## src/rtl/cpe_pkg.sv

```systemverilog
package cpe_pkg;
  localparam int COND_W = 4;
  localparam int SEL_W  = 3;

  typedef enum logic [1:0] {
    MODE_OFF  = 2'b00,
    MODE_A32  = 2'b01,
    MODE_T16  = 2'b10,
    MODE_OFF2 = 2'b11
  } exec_mode_e;

  typedef struct packed {
    logic n;
    logic z;
    logic c;
    logic v;
  } flags_t;

  localparam logic [COND_W-1:0] COND_ALWAYS = 4'hE;
endpackage

```

## src/rtl/cpe_cond_src.sv

```systemverilog
module cpe_cond_src
  import cpe_pkg::*;
(
  input  logic [1:0]        mode_i,
  input  logic [COND_W-1:0] field_i,
  output logic [COND_W-1:0] cond_o,
  output logic              valid_o
);
  always_comb begin
    cond_o  = COND_ALWAYS;
    valid_o = 1'b0;
    case (mode_i)
      MODE_A32: begin
        cond_o  = field_i;
        valid_o = 1'b1;
      end
      MODE_T16: begin
        cond_o  = COND_ALWAYS;
        valid_o = 1'b1;
      end
      default: begin
        cond_o  = COND_ALWAYS;
        valid_o = 1'b0;
      end
    endcase
  end
endmodule

```

## src/rtl/cpe_flag_test.sv

```systemverilog
module cpe_flag_test
  import cpe_pkg::*;
(
  input  logic [SEL_W-1:0] sel_i,
  input  flags_t           flags_i,
  output logic             raw_o
);
  always_comb begin
    case (sel_i)
      3'd0:    raw_o = flags_i.z;
      3'd1:    raw_o = flags_i.c;
      3'd2:    raw_o = flags_i.n;
      3'd3:    raw_o = flags_i.v;
      3'd4:    raw_o = flags_i.c & ~flags_i.z;
      3'd5:    raw_o = (flags_i.n == flags_i.v);
      3'd6:    raw_o = (flags_i.n == flags_i.v) & ~flags_i.z;
      default: raw_o = 1'b1;
    endcase
  end
endmodule

```

## src/rtl/cpe_out_stage.sv

```systemverilog
module cpe_out_stage #(
  parameter bit OUT_REG = 1'b0
) (
  input  logic clk,
  input  logic rst,
  input  logic valid_i,
  input  logic raw_i,
  input  logic inv_i,
  output logic pass_o
);
  logic pass_d;
  assign pass_d = valid_i & (raw_i ^ inv_i);

  generate
    if (OUT_REG) begin : g_reg
      logic pass_q;
      always_ff @(posedge clk) begin
        if (rst) pass_q <= 1'b0;
        else     pass_q <= pass_d;
      end
      assign pass_o = pass_q;

      // inversion applied to the flag test result, one cycle later
      a_r5_invert: assert property (@(posedge clk) disable iff (rst)
        valid_i |=> (pass_o == ($past(raw_i) ^ $past(inv_i))));
    end else begin : g_comb
      logic unused_clk_rst;
      assign unused_clk_rst = clk ^ rst;
      assign pass_o = pass_d;

      // inversion applied to the flag test result
      a_r5_invert: assert property (@(posedge clk) disable iff (rst)
        valid_i |-> (pass_o == (raw_i ^ inv_i)));
    end
  endgenerate
endmodule

```

## src/rtl/cond_pass_eval.sv

```systemverilog
module cond_pass_eval
  import cpe_pkg::*;
#(
  parameter int INSTR_W = 32,
  parameter bit OUT_REG = 1'b0
) (
  input  logic               clk,
  input  logic               rst,
  input  logic [1:0]         mode_i,
  input  logic [INSTR_W-1:0] instr_i,
  input  logic [3:0]         flags_i,
  output logic               pass_o
);
  localparam int TOP_LSB = INSTR_W - COND_W;

  initial begin
    if (INSTR_W < COND_W + 1) $error("INSTR_W too small");
  end

  logic [COND_W-1:0] field;
  logic [COND_W-1:0] cond;
  logic              valid;
  logic              raw;
  logic              unused_low_bits;

  assign field           = instr_i[INSTR_W-1:TOP_LSB];
  assign unused_low_bits = ^instr_i[TOP_LSB-1:0];

  cpe_cond_src u_src (
    .mode_i  (mode_i),
    .field_i (field),
    .cond_o  (cond),
    .valid_o (valid)
  );

  cpe_flag_test u_test (
    .sel_i   (cond[COND_W-1:1]),
    .flags_i (flags_t'(flags_i)),
    .raw_o   (raw)
  );

  cpe_out_stage #(.OUT_REG(OUT_REG)) u_out (
    .clk     (clk),
    .rst     (rst),
    .valid_i (valid),
    .raw_i   (raw),
    .inv_i   (cond[0]),
    .pass_o  (pass_o)
  );

  generate
    if (OUT_REG) begin : g_chk_reg
      a_r2_thumb_pass: assert property (@(posedge clk) disable iff (rst)
        (mode_i == MODE_T16) |=> pass_o);
      a_r3_invalid_block: assert property (@(posedge clk) disable iff (rst)
        (mode_i == MODE_OFF || mode_i == MODE_OFF2) |=> !pass_o);
      a_r6_always: assert property (@(posedge clk) disable iff (rst)
        (mode_i == MODE_A32 && field == 4'hE) |=> pass_o);
      a_r6_never: assert property (@(posedge clk) disable iff (rst)
        (mode_i == MODE_A32 && field == 4'hF) |=> !pass_o);
    end else begin : g_chk_comb
      a_r2_thumb_pass: assert property (@(posedge clk) disable iff (rst)
        (mode_i == MODE_T16) |-> pass_o);
      a_r3_invalid_block: assert property (@(posedge clk) disable iff (rst)
        (mode_i == MODE_OFF || mode_i == MODE_OFF2) |-> !pass_o);
      a_r6_always: assert property (@(posedge clk) disable iff (rst)
        (mode_i == MODE_A32 && field == 4'hE) |-> pass_o);
      a_r6_never: assert property (@(posedge clk) disable iff (rst)
        (mode_i == MODE_A32 && field == 4'hF) |-> !pass_o);
    end
  endgenerate
endmodule

```

## config.mk

```make
export PLATFORM = sky130hd
export DESIGN_NAME = cond_pass_eval
export DESIGN_NICKNAME = d
export VERILOG_FILES = /design/src/rtl/cpe_pkg.sv /design/src/rtl/cpe_cond_src.sv /design/src/rtl/cpe_flag_test.sv /design/src/rtl/cpe_out_stage.sv /design/src/rtl/cond_pass_eval.sv
export SDC_FILE = /design/constraint.sdc
export NUM_CORES = 1
export LEC_CHECK = 0
export ABC_CLOCK_PERIOD_IN_PS = 2400
export BUFFER_PORTS_ARGS = -buffer_cell sky130_fd_sc_hd__buf_4
export CORE_AREA = 2 2 39 41
export DETAILED_ROUTE_END_ITERATION = 10
export DIE_AREA = 0 0 41 43
export PLACE_DENSITY_LB_ADDON = 0.25
export SYNTH_ARGS = -nofsm -noshare
export SYNTH_HDL_FRONTEND = slang
export SYNTH_SLANG_ARGS = --single-unit
```

## constraint.sdc

```tcl
create_clock -name vclk -period 2.4
set_input_delay 0.36 -clock vclk [all_inputs]
set_output_delay 0.36 -clock vclk [all_outputs]
set_load 0.01 [all_outputs]
```

==> results by group <==
Timing
  • Final Max Slew Viols: 0
  • Fin crit period: 1.78 ns
  • Fmax: 0.562 GHz
  • Worst-Margin Slew: 0.251 ns
  • RSZ-0062 raised after global routing: no
  • Worst slew margin: 0.833
  • Final period util: 0.742
  • # setup viols final: 0
  • Final Hold Viols: 0
  • Setup_tns: 0 ns

Critical path
  • Top fanout value on the critical path: 4
  • Startpoint types: input pin
  • CP arrival: 1.42 ns
  • Worst stage delay on the critical path: 0.43 ns
  • Cell mode on critical path: buf_4
  • Critical path endpoint category: output port
  • WP buf/inv: 2
  • CP delay by family, top: compound AO/OA/AOI/OAI gates
  • Worst-path cell with the longest stage delay: a2111o_1
  • Worst setup path class: in2out
  • Worst Path Required: 2.04 ns
  • Worst Setup SP: flags_i[3]
  • Crit path cell chain: buf_4, xnor2_1, a2111o_1, a21oi_1, nor3b_2, buf_4

Layout
  • Clkbuf count: 0
  • NumNets Final: 78
  • Reg area: 0 sq um
  • Highest-count cells in the layout ignoring fill and taps: buf_4 (11), nand2_1 (3), inv_1 (2), nand3b_1 (2), a21oi_1 (2)
  • Number of flip-flops and latches: 0
  • Fraction of layout cells with a size suffix above 1: 0.400
  • N_diodes: 0
  • Fillcell total: 161
  • Area growth, synth to finish: 60.7%
  • Post-route cell area: 272 sq um
  • Commonest non-fill, non-tap cell in the layout: buf_4
  • Core Util, Final: 0.196

Logic synthesis
  • Synthesized netlist cell count: 24
  • Synth warnings: 0
  • Share of the synthesized area in the top cell type: 0.0889
  • Seq/Total Area, Yosys: 0
  • Syn Area/Cell: 7.04 sq um
  • Leading area contributor after synthesis: nand3b_1
  • Syn nets: 65
  • Top cells by area, synth: nand3b_1 (8.9%), ha_1 (7.4%), nor3b_2 (7.4%)
  • Post-Synthesis Cell Area: 169 sq um
  • Synth cell types: 19

Route
  • Via/cell ratio: 4.00
  • Drc violations: 0
  • Pre-antenna DRT Iters: 2
  • WL final: 412 microns
  • Vias: 204
  • Routed Antenna Nets: 0
  • Drt first-iter violations: 3
  • Routed WL per cell: 8.08 microns

Pwr
  • Pwr/cell area: 155 nW/um^2
  • Leakage: 0.000116 uW
  • Design Power: 42.2 uW
  • Worst VDD drop: 0.0355 mV

Place
  • Placed cell areas: 272 sq um
  • IO Port Bufs: 11
  • GP Congestion: 0.665

Global routing
  • GR Overflow Total: 0
  • GRT Util Overall: 0.0440
  • First-pass GRT wire length: 593 microns
  • Initial antenna violation count: 0
  • Vias in the first global route: 151
  • Largest net degree at the start of global routing: 8

Floorplan
  • Die H: 43 microns
  • Core footprint: 1380 sq um
  • Die ar.: 1760 sq um
  • Top Ports: 41
  • Initial core utilization: 0.122
  • Num rows: 14
  • Die W: 41 microns

Flow run
  • Max_cap viols: 0

Clocking
  • Post-CTS setup buffers: 0
  • Hold Buf Count CTS: 0
  • Post-cts resize count: 0

Hold path
  • Hold path start: mode_i[0]
  • Hold crit path type: in2out

Outcome
  • Status: complete, no violations
[area by class of cell]
cell class	count	area [sq um]	share of cell area
Timing Repair Buffer	11	82.6	0.304
Multi-Input combinational cell	21	158	0.581
Tap cell	16	20.0	0.0737
Inverter	3	11.3	0.0415
[final timing paths]
path	to	slack [ns]	cells past startpoint
worst max-delay path	pass_o	0.62	6
worst min-delay path	pass_o	1.23	6
[cells by family (layout without fill, tap and decap cells)]
family	Yosys count	after routing	synth area share
XOR/XNOR	1	1	0.0519
buffers and inverters	3	14	0.0667
AND/OR/NAND/NOR	12	12	0.474
AO/OA/AOI/OAI	6	6	0.274
multiplexers	1	1	0.0593
adder cells (fa/ha/maj)	1	1	0.0741
[synthesized netlist by cell type (all sizes together)]
cell type and count:
nor2b 1, nand4bb 1, xnor2 1, nand2b 1, a41oi 1, nand2 3, nor2 1, a21oi 2
o311a 1, a2111o 1, mux2i 1, ha 1, nor3b 2, inv 3, nand4 1, o21ai 1
nand3b 2
[routing by layer]
metal  global-route usage  share of wire
met1               0.0791           0.48
met2               0.0594           0.42
met3                    0           0.10
met4                    0              0
met5                    0              0
[power breakdown]
part | switching [uW] | internal [uW]
clock | 0 | 0
sequential | 0 | 0
combinational | 17.4 | 24.8
[metrics by stage]
stage / hold WS [ns] / worst slack [ns] / instances
floorplan: 0.982 / 0.868 / 24
global placement: 1.24 / 0.622 / 51
detailed placement: 1.23 / 0.616 / 51
finish: 1.23 / 0.620 / 51
global route: 1.28 / 0.549 / 51
CTS: 1.24 / 0.614 / 51
Power figures use the tool's default switching activity.
